## config.mk

```make
export PLATFORM = sky130hd
export DESIGN_NAME = bus_bridge
export DESIGN_NICKNAME = d
export VERILOG_FILES = /design/src/rtl/bus_bridge.sv
export SDC_FILE = /design/constraint.sdc
export NUM_CORES = 1
export LEC_CHECK = 0
export BUFFER_PORTS_ARGS = -buffer_cell sky130_fd_sc_hd__buf_2
export CAP_MARGIN = 15
export CORE_UTILIZATION = 35
export CTS_CLUSTER_DIAMETER = 200
export DETAILED_ROUTE_END_ITERATION = 12
export GPL_TIMING_DRIVEN = 0
export PLACE_DENSITY = 0.71
export SLEW_MARGIN = 20
export SYNTH_ARGS = -nofsm -noshare
export SYNTH_HDL_FRONTEND = slang
export SYNTH_SLANG_ARGS = --single-unit
```

## constraint.sdc

```tcl
create_clock -name clk -period 3.75 [get_ports clk]
set_input_delay 0.9375 -clock clk [delete_from_list [all_inputs] [get_ports clk]]
set_output_delay 0.9375 -clock clk [all_outputs]
set_load 0.1 [all_outputs]
```

## src/rtl/bus_bridge.sv

```systemverilog
module bus_bridge #(
  parameter int          AW       = 24,
  parameter logic [23:0] ROM_BASE = 24'hE00000,
  parameter logic [23:0] ROM_MASK = 24'hFC0000,
  parameter int          ROM_WAIT = 2,
  parameter logic [23:0] WIN_LO   = 24'hFF8A00,
  parameter logic [23:0] WIN_HI   = 24'hFF8A3D
) (
  input  logic          clk,
  input  logic          rst_n,
  input  logic          cpu_as_n,
  input  logic [AW-1:0] cpu_addr,
  output logic [1:0]    cpu_dsack_n,
  input  logic          bus_clk,
  input  logic          bus_dtack_n,
  input  logic          copro_hold,
  output logic          bus_as_n
);
  localparam int CW = (ROM_WAIT > 1) ? $clog2(ROM_WAIT) : 1;

  typedef enum logic [3:0] {
    S_IDLE, S_ROMW, S_RACK, S_ALIGN, S_DELAY, S_STRB, S_XWAIT, S_ACK, S_REL
  } st_t;

  st_t st;
  logic [2:0] clk_sy;
  logic [1:0] dtk_sy, hold_sy;
  logic [1:0] phase;
  logic [CW-1:0] wcnt;
  logic xtra;

  wire rise     = clk_sy[1] & ~clk_sy[2];
  wire boundary = rise && (phase == 2'd3);
  wire dtack_s  = dtk_sy[1];
  wire hold_s   = hold_sy[1];
  wire [23:0] a24 = 24'(cpu_addr);
  wire rom_hit  = (a24 & ROM_MASK) == ROM_BASE;
  wire win_hit  = (a24 >= WIN_LO) && (a24 <= WIN_HI);

  always_ff @(posedge clk) begin
    if (!rst_n) begin
      clk_sy  <= '0;
      dtk_sy  <= '1;
      hold_sy <= '0;
      phase   <= '0;
    end else begin
      clk_sy  <= {clk_sy[1:0], bus_clk};
      dtk_sy  <= {dtk_sy[0], bus_dtack_n};
      hold_sy <= {hold_sy[0], copro_hold};
      if (rise) phase <= phase + 2'd1;
    end
  end

  always_ff @(posedge clk) begin
    if (!rst_n) begin
      st       <= S_IDLE;
      bus_as_n <= 1'b1;
      wcnt     <= '0;
      xtra     <= 1'b0;
    end else begin
      case (st)
        S_IDLE: if (!cpu_as_n) begin
          wcnt <= '0;
          xtra <= win_hit | hold_s;
          st   <= rom_hit ? S_ROMW : S_ALIGN;
        end
        S_ROMW: begin
          if (wcnt == CW'(ROM_WAIT - 1)) st <= S_RACK;
          else wcnt <= wcnt + 1'b1;
        end
        S_RACK:  if (cpu_as_n) st <= S_IDLE;
        S_ALIGN: begin
          xtra <= xtra | hold_s;
          if (boundary) st <= S_DELAY;
        end
        S_DELAY: begin
          xtra <= xtra | hold_s;
          if (rise) begin
            bus_as_n <= 1'b0;
            st       <= S_STRB;
          end
        end
        S_STRB: begin
          xtra <= xtra | hold_s;
          if (!dtack_s) st <= (xtra | hold_s) ? S_XWAIT : S_ACK;
        end
        S_XWAIT: if (rise) st <= S_ACK;
        S_ACK:   if (cpu_as_n) st <= S_REL;
        S_REL: if (boundary) begin
          bus_as_n <= 1'b1;
          st       <= S_IDLE;
        end
        default: st <= S_IDLE;
      endcase
    end
  end

  assign cpu_dsack_n = (st == S_ACK)  ? 2'b01 :
                       (st == S_RACK) ? 2'b00 : 2'b11;

  p_rom_no_bus_r2: assert property (@(posedge clk) disable iff (!rst_n)
    (cpu_dsack_n == 2'b00) |-> bus_as_n);

  p_strobe_phase_r3: assert property (@(posedge clk) disable iff (!rst_n)
    $fell(bus_as_n) |-> (phase == 2'd1));

  p_slow_ack_bus_r4: assert property (@(posedge clk) disable iff (!rst_n)
    (cpu_dsack_n == 2'b01) |-> !bus_as_n);

  p_ack_needs_as_r5: assert property (@(posedge clk) disable iff (!rst_n)
    $fell(cpu_dsack_n[1]) |-> !$past(cpu_as_n));

  p_release_phase_r6: assert property (@(posedge clk) disable iff (!rst_n)
    $rose(bus_as_n) |-> (phase == 2'd0) && $past(cpu_as_n));

  p_no_ack_without_dtack_r7: assert property (@(posedge clk) disable iff (!rst_n)
    $fell(cpu_dsack_n[1]) && !$fell(cpu_dsack_n[0]) |-> !$past(dtack_s));
endmodule

```

==> summary.md, run 1 <==
| Metric | Value |
|---|---|
| Hold path cells | `1` |
| Headroom to the max-slew limit | `0.679` |
| CP Max Fanout | `10` |
| Filler cells | `240` |
| Clk Latency, worst-skew pair | `~0.3 ns` |
| Sequential Power Share | `0.320` |
| Hold Crit Class | `reg2reg` |
| Final nets | `roughly 170` |
| WHS Endpoint | `dtk_sy[1]` |
| Internal power | `~360 µW` |
| Post-Syn Area | `938 µm²` |
| CTS tree | `done` |
| Avg Cell Area, Syn | `8.85 µm²` |
| Worst R2R Path Depth | `5` |
| WP data arrival | `between 1.5 and 2 ns` |
| Antenna violations before repair | `0` |
| Placed cells | `between 150 and 200` |
| Worst Path Required | `approximately 2.8 ns` |
| Maximum number of pins on one net before global-route repair | `11` |
| #FFs+latches synth | `16` |
| Pwr Total | `approximately 640 µW` |
| Final Hold Fails | `0` |
| Clk sinks | `16` |
| Inserted Clock Buffers | `3` |
| Die height | `53.8 µm` |
| Yosys warning total | `0` |
| Initial DRC count | `35` |
| Status | `finished clean` |
| Core Area | `0.00250 mm²` |
| Storage cell area | `approximately 320 µm²` |
| Global-route wire length before repair | `between 3 and 4 mm` |
| Endpoint class of the critical path | `output pin` |
| Clock root cell | `clkbuf_4` |
| Postcts setup bufs | `0` |
| Worst Tran Pin Value | `between 0.4 and 0.5 ns` |
| Routed Antenna Nets | `0` |
| Max_cap viols | `0` |
| Count of cell types in the netlist | `47` |
| Area delta synth->final | `24.9%` |
| Row Count | `18` |
| Post-synth EDFFs | `0` |
| Final setup fails | `0` |
| Multi-input logic area | `approximately 570 µm²` |
| Lkg Pwr | `roughly 0.52 nW` |
| Vias in the first global route | `691` |
| DRC | `0` |
| Final hold slack | `0.395 ns` |
| GRT Total Usage | `0.152` |
| Clock power frac | `0.186` |
| Reg2reg start | `st[0]` |
| Initial Utilization | `0.375` |
| WL per Instance | `about 13 µm` |
| Syn nets | `roughly 140` |
| N_diodes | `0` |
| R2R Setup Slk | `between 2 and 2.5 ns` |
| Ys flop type | `dfxtp_1` |
| Gr ovfl total | `0` |
| FF-to-FF End | `st[1]` |
| Vias | `938` |
| Crit path time final | `roughly 2.7 ns` |
| Fin worst setup slack | `1.09 ns` |
| CP Class | `reg2out` |
| Register area share after synthesis | `0.341` |
| Worst slack at placement | `roughly 1.5 ns` |
| Synth async-reset ratio | `0` |
| Fin crit share | `0.708` |
| H-Tree Depth | `1` |
| Hold Startpoint | `dtk_sy[0]` |
| Maximum clock insertion buffer count | `2` |
| NetSw | `around 280 µW` |
| Gate power share | `0.495` |
| Die ar. | `between 0.002 and 0.003 mm²` |
| Routed Wire Length | `2.16 mm` |
| Post-CTS resize count | `0` |
| Hold-fix buffers, CTS | `0` |
| Clock-pin slew on the worst setup and hold paths | `0.11 ns` |
| Peak VDD IR | `~0.42 mV` |
| Fin cells | `172` |
| Final HPWL DP | `between 1.5 and 2 mm` |
| Chip Width | `53.8 µm` |
| IO buf count | `32` |
| Fmax | `approximately 380 MHz` |
| Crit start category | `flop` |
| DR pass1 iterations | `4` |
| Sw Share | `0.441` |
| Syn Inst Count | `roughly 110` |
| RSZ-0062 raised after global routing | `no` |
| Ratio of cells with drive above 1 in the final layout | `0.324` |
| Io pins | `33` |
| Setup TNS | `0 ns` |
| Layout Skew | `around 0.015 ns` |
| Max-slew violations | `0` |
| Power Density | `543 mW/mm²` |
| GPL Wtd Cong | `~0.89` |
| Vias per inst | `~5.5` |
==> logic make-up after synthesis <==
group                    after synthesis  share of synthesized area
AO/OA/AOI/OAI                         25                      0.199
XOR/XNOR                               1                    0.00934
adder cells (fa/ha/maj)                1                     0.0133
buffers and inverters                  9                     0.0467
flip-flops                            16                      0.341
multiplexers                           1                     0.0107
AND/OR/NAND/NOR                       53                      0.380
==> layout by cell type (no fill, tap or decap), drive strengths merged, types with 2 or more instances in the layout <==
cell type | Yosys | final
buf | 4 | 36
dfxtp | 16 | 16
and2 | 7 | 7
nand2 | 6 | 6
nor2 | 6 | 6
clkbuf | 2 | 6
nand2b | 5 | 5
nand4 | 4 | 4
inv | 3 | 3
nor2b | 3 | 3
nor4b | 3 | 3
nand4b | 3 | 3
a21boi | 3 | 3
nor3 | 3 | 3
o21ai | 2 | 2
o211ai | 2 | 2
and4b | 2 | 2
nand3 | 2 | 2
a31oi | 2 | 2
a21oi | 2 | 2
a21o | 2 | 2
o22ai | 2 | 2
==> through the flow <==
stage | instance area, µm² | util
2_1_floorplan | 938 | -
3_3_place_gp | 1140 | 0.454
3_5_place_dp | 1140 | 0.454
4_1_cts | 1170 | 0.469
5_1_grt | 1170 | 0.469
6_report | 1170 | 0.469
==> synthesized netlist by cell type, types with 2 or more instances <==
library cell	instances	area, µm²
dfxtp_1	16	320
and2_1	7	43.8
nand2_1	6	22.5
nand2b_1	5	31.3
nor2_1	5	18.8
nand4_1	4	25.0
a21boi_0	3	22.5
inv_1	3	11.3
nand4b_1	3	26.3
nor2b_1	3	18.8
nor4b_1	3	26.3
a21o_1	2	15.0
a21oi_1	2	10.0
a31oi_1	2	12.5
and4b_1	2	20.0
buf_2	2	10.0
buf_4	2	15.0
clkbuf_1	2	7.51
nand3_1	2	10.0
nor3_1	2	10.0
o211ai_1	2	15.0
o21ai_0	2	10.0
o22ai_1	2	12.5
==> state kept, by name, indices dropped and copies added, names as in the netlist <==
signal    flops
wcnt          1
st            4
phase         2
hold_sy       2
bus_as_n      1
dtk_sy        2
clk_sy        3
xtra          1
==> layout make-up <==
cell class              count  area share
well taps                  30      0.0320
clock buffers               4      0.0309
flip-flops and latches     16       0.273
multi-input cells          81       0.490
inverters                   3     0.00961
plain buffers               6      0.0277
repair buffers             32       0.137
==> how the worst max path moves through the flow <==
stage	start	to
after floorplan	st[0]	cpu_dsack_n[1]
final	st[3]	cpu_dsack_n[1]
after global routing	st[3]	cpu_dsack_n[1]
after CTS	st[3]	cpu_dsack_n[1]
after detailed placement	st[3]	cpu_dsack_n[1]
after global placement	st[3]	cpu_dsack_n[1]
==> power groups by stage <==
stage	registers, mW	logic, mW	clock network (mW)
detailed placement	0.206	0.315	0
global route	0.206	0.345	0.131
finish	0.204	0.315	0.118
CTS	0.203	0.315	0.122
floorplan	0.201	0.254	0
global placement	0.207	0.313	0
==> metal layers <==
metal | part of all wire | track usage | up-vias | routed length [µm]
met5 | 0 | 0 | - | 0
met4 | 0.0046 | 0.0482 | 0 | 10
met3 | 0.057 | 0.0593 | 2 | 123
met2 | 0.48 | 0.218 | 22 | 1040
met1 | 0.46 | 0.206 | 439 | 981
li1 | - | - | 475 | -
==> critical path: stages, from the launching register on <==
cell and delay (ns):
dfxtp_1 0.43, clkbuf_1 0.36, nor2_1 0.10, o21ai_0 0.08, buf_2 0.44
Power figures use the tool's default switching activity.
==> run 2: changes to the inputs <==
- PLACE_DENSITY: 0.71 -> 0.74
- clock period: 3.75 -> 2.1 ns (I/O delays scaled with it)
==> run 2 against run 1 <==
  * Count of clock-buffer cells in the layout is the same
  * Sequential power is 77% higher
  * Setup slack worse by 1.0 ns
  * Flip-flop and latch count unchanged
  * Via count up 0.53%
  * Register-to-register slack lost 1.7 ns
  * Combinational power is 88% higher
  * Non-clock buffer count stayed put
  * Final area grew 0.85%
  * Critical path depth did not move
  * Power is 82% higher
  * Routed wire length increased by 4.5%
  * Critical path type unchanged
  * Largest cell class unchanged
==> summary.md, run 2 (synthesis results as in run 1) <==
| Metric | Value |
|---|---|
| Status | `finished clean (unchanged)` |
| CP Class | `reg2out (unchanged)` |
| Endpoint class of the critical path | `output pin (unchanged)` |
| Antenna violations before repair | `0 (unchanged)` |
| H-Tree Depth | `1 (unchanged)` |
| Clock root cell | `clkbuf_4 (unchanged)` |
| Headroom to the max-slew limit | `0.680 (was 0.679)` |
| Clock-pin slew on the worst setup and hold paths | `0.10 ns (was 0.11 ns)` |
| Clk sinks | `16 (unchanged)` |
| Final nets | `174 (unchanged)` |
| Vias per inst | `5.48 (was 5.45)` |
| Storage cell area | `320 µm² (unchanged)` |
| Max-slew violations | `0 (unchanged)` |
| Ratio of cells with drive above 1 in the final layout | `0.338 (was 0.324)` |
| Biggest regs | `st (4), clk_sy (3) (unchanged)` |
| Worst path slowest cell | `dfxtp_1 (was buf_2)` |
| Fmax | `roughly 500 MHz` |
| Area of placed instances | `0.00114 mm² (about the same)` |
| Global-route wire length before repair | `3.59 mm (was 3.13 mm)` |
| Vias in the first global route | `807 (was 691)` |
| R2R Setup Slk | `0.51 ns (was 2.18 ns)` |
| Core Area | `0.00250 mm² (unchanged)` |
| CTS tree | `done (unchanged)` |
| Worst path max stage delay | `0.46 ns (was 0.44 ns)` |
| Clk Latency, worst-skew pair | `0.30 ns (about the same)` |
| Cell mode on critical path | `buf_4` |
| Postcts setup bufs | `0 (unchanged)` |
| Crit start category | `flop (unchanged)` |
| Power Density | `982 mW/mm² (was 543 mW/mm²)` |
| Most common library cell in the layout ignoring fill and taps | `buf_2 (unchanged)` |
| N_diodes | `0 (unchanged)` |
| Routed Wire Length | `2.25 mm (was 2.16 mm)` |
| Io pins | `33 (unchanged)` |
| Lkg Pwr | `0.523 nW (was 0.516 nW)` |
| Final HPWL DP | `1.77 mm (was 1.66 mm)` |
| WP data arrival | `1.48 ns (was 1.72 ns)` |
| Maximum clock insertion buffer count | `2 (unchanged)` |
| Layout Skew | `0.0130 ns (was 0.0150 ns)` |
| IO buf count | `32 (unchanged)` |
| Die ar. | `0.00289 mm² (unchanged)` |
| WL per Instance | `13.1 µm (was 12.5 µm)` |
| Crit path time final | `2.00 ns` |
| Final Cell Area | `0.00118 mm² (was 0.00117 mm²)` |
| Met3 Usage GRT | `0.0452 (was 0.0593)` |
| DR pass1 iterations | `4 (unchanged)` |
| Worst Tran Pin Value | `0.484 ns (about the same)` |
| Max reg flops | `4 (unchanged)` |
| Max_cap viols | `0 (unchanged)` |
| Final hold slack | `0.405 ns (was 0.395 ns)` |
| Peak VDD IR | `0.816 mV (was 0.423 mV)` |
| Vias | `943 (was 938)` |
| Final Hold Fails | `0 (unchanged)` |
| GPL Wtd Cong | `0.888 (was 0.893)` |
| RSZ-0062 raised after global routing | `no (unchanged)` |
| Most frequent cells in the layout | `32 x buf_2, 16 x dfxtp_1, 7 x and2_1, 6 x nand2_1 (was 34 x buf_2, 16 x dfxtp_1, 7 x and2_1, 6 x nand2_1)` |
| Multi-input logic area | `578 µm² (was 574 µm²)` |
| CP Max Fanout | `10 (unchanged)` |
| Final setup fails | `0 (unchanged)` |
| Area delta synth->final | `26.0% (was 24.9%)` |
| GRT Total Usage | `0.169 (was 0.152)` |
| Hold Crit Class | `in2reg (was reg2reg)` |
| Chip Width | `53.8 µm (unchanged)` |
| Fin crit share | `0.953` |
| Die height | `53.8 µm (unchanged)` |
| Filler cells | `241 (was 240)` |
| Routed Antenna Nets | `0 (unchanged)` |
| Gr ovfl total | `0 (unchanged)` |
| GR Util met1 | `0.232 (was 0.206)` |
| DRC | `0 (unchanged)` |
| Setup TNS | `0 ns (unchanged)` |
| Crit path cell chain | `buf_4 > nor2_8 > o21ai_2 > buf_4 (was clkbuf_1 > nor2_1 > o21ai_0 > buf_2)` |
| Gr busiest metal | `met2 (unchanged)` |
| Initial DRC count | `28 (was 35)` |
| Initial Utilization | `0.375 (unchanged)` |
| Row Count | `18 (unchanged)` |
| Worst Path Required | `1.57 ns (was 2.81 ns)` |
| Largest Register | `st (unchanged)` |
| Fin util | `0.473 (was 0.469)` |
| Maximum number of pins on one net before global-route repair | `11 (unchanged)` |
| Inserted Clock Buffers | `3 (unchanged)` |
| M2 GR Usage | `0.263 (was 0.218)` |
[run 2: worst paths after layout]
check / start / end / depth (start not counted)
worst max-delay path: st[2] / cpu_dsack_n[1] / 4
worst min-delay path: bus_dtack_n / dtk_sy[0] / 2
worst max register to register: st[0] / xtra / 5
worst min register to register: dtk_sy[0] / dtk_sy[1] / 1
[run 2: layout make-up]
class	count	area share
multi-input cells	81	0.489
flip-flops and latches	16	0.271
repair buffers	32	0.140
well taps	30	0.0317
clock buffers	4	0.0307
plain buffers	6	0.0286
inverters	3	0.00952
[run 2: where the power goes]
group | leakage, nW | internal [mW] | switching, mW
clock | 0.0210 | 0.106 | 0.102
combinational | 0.371 | 0.207 | 0.386
sequential | 0.131 | 0.337 | 0.0242
[run 2: critical path: cells and delay by family, from the launching register on]
| kind | cells | cell delay (ns) |
|---|---|---|
| AOI/OAI and AO/OA | 1 | 0.12 |
| buffers and inverters | 2 | 0.53 |
| DFF | 1 | 0.46 |
| and+or+nand+nor | 1 | 0.07 |
[run 2: stage by stage]
step           power (mW)  setup WS, ns  cells
2_1_floorplan       0.821        0.0906    106
3_3_place_gp        0.926         0.239    168
3_5_place_dp        0.941         0.194    168
4_1_cts              1.16         0.105    172
5_1_grt              1.23        0.0200    172
6_report             1.16        0.0986    172
[run 2: what timing repair did]
action | in CTS | in global routing
hold buffers | 0 | 0
resized for setup | 3 | 0
endpoints found under the setup margin | 2 | 0
endpoints found under the hold margin | 0 | 0
[run 2: metal layers]
metal  vias up  part of all wire
li1        470                 -
met1       440              0.46
met2        29              0.49
met3         4             0.048
met4         0            0.0062
met5         -                 0
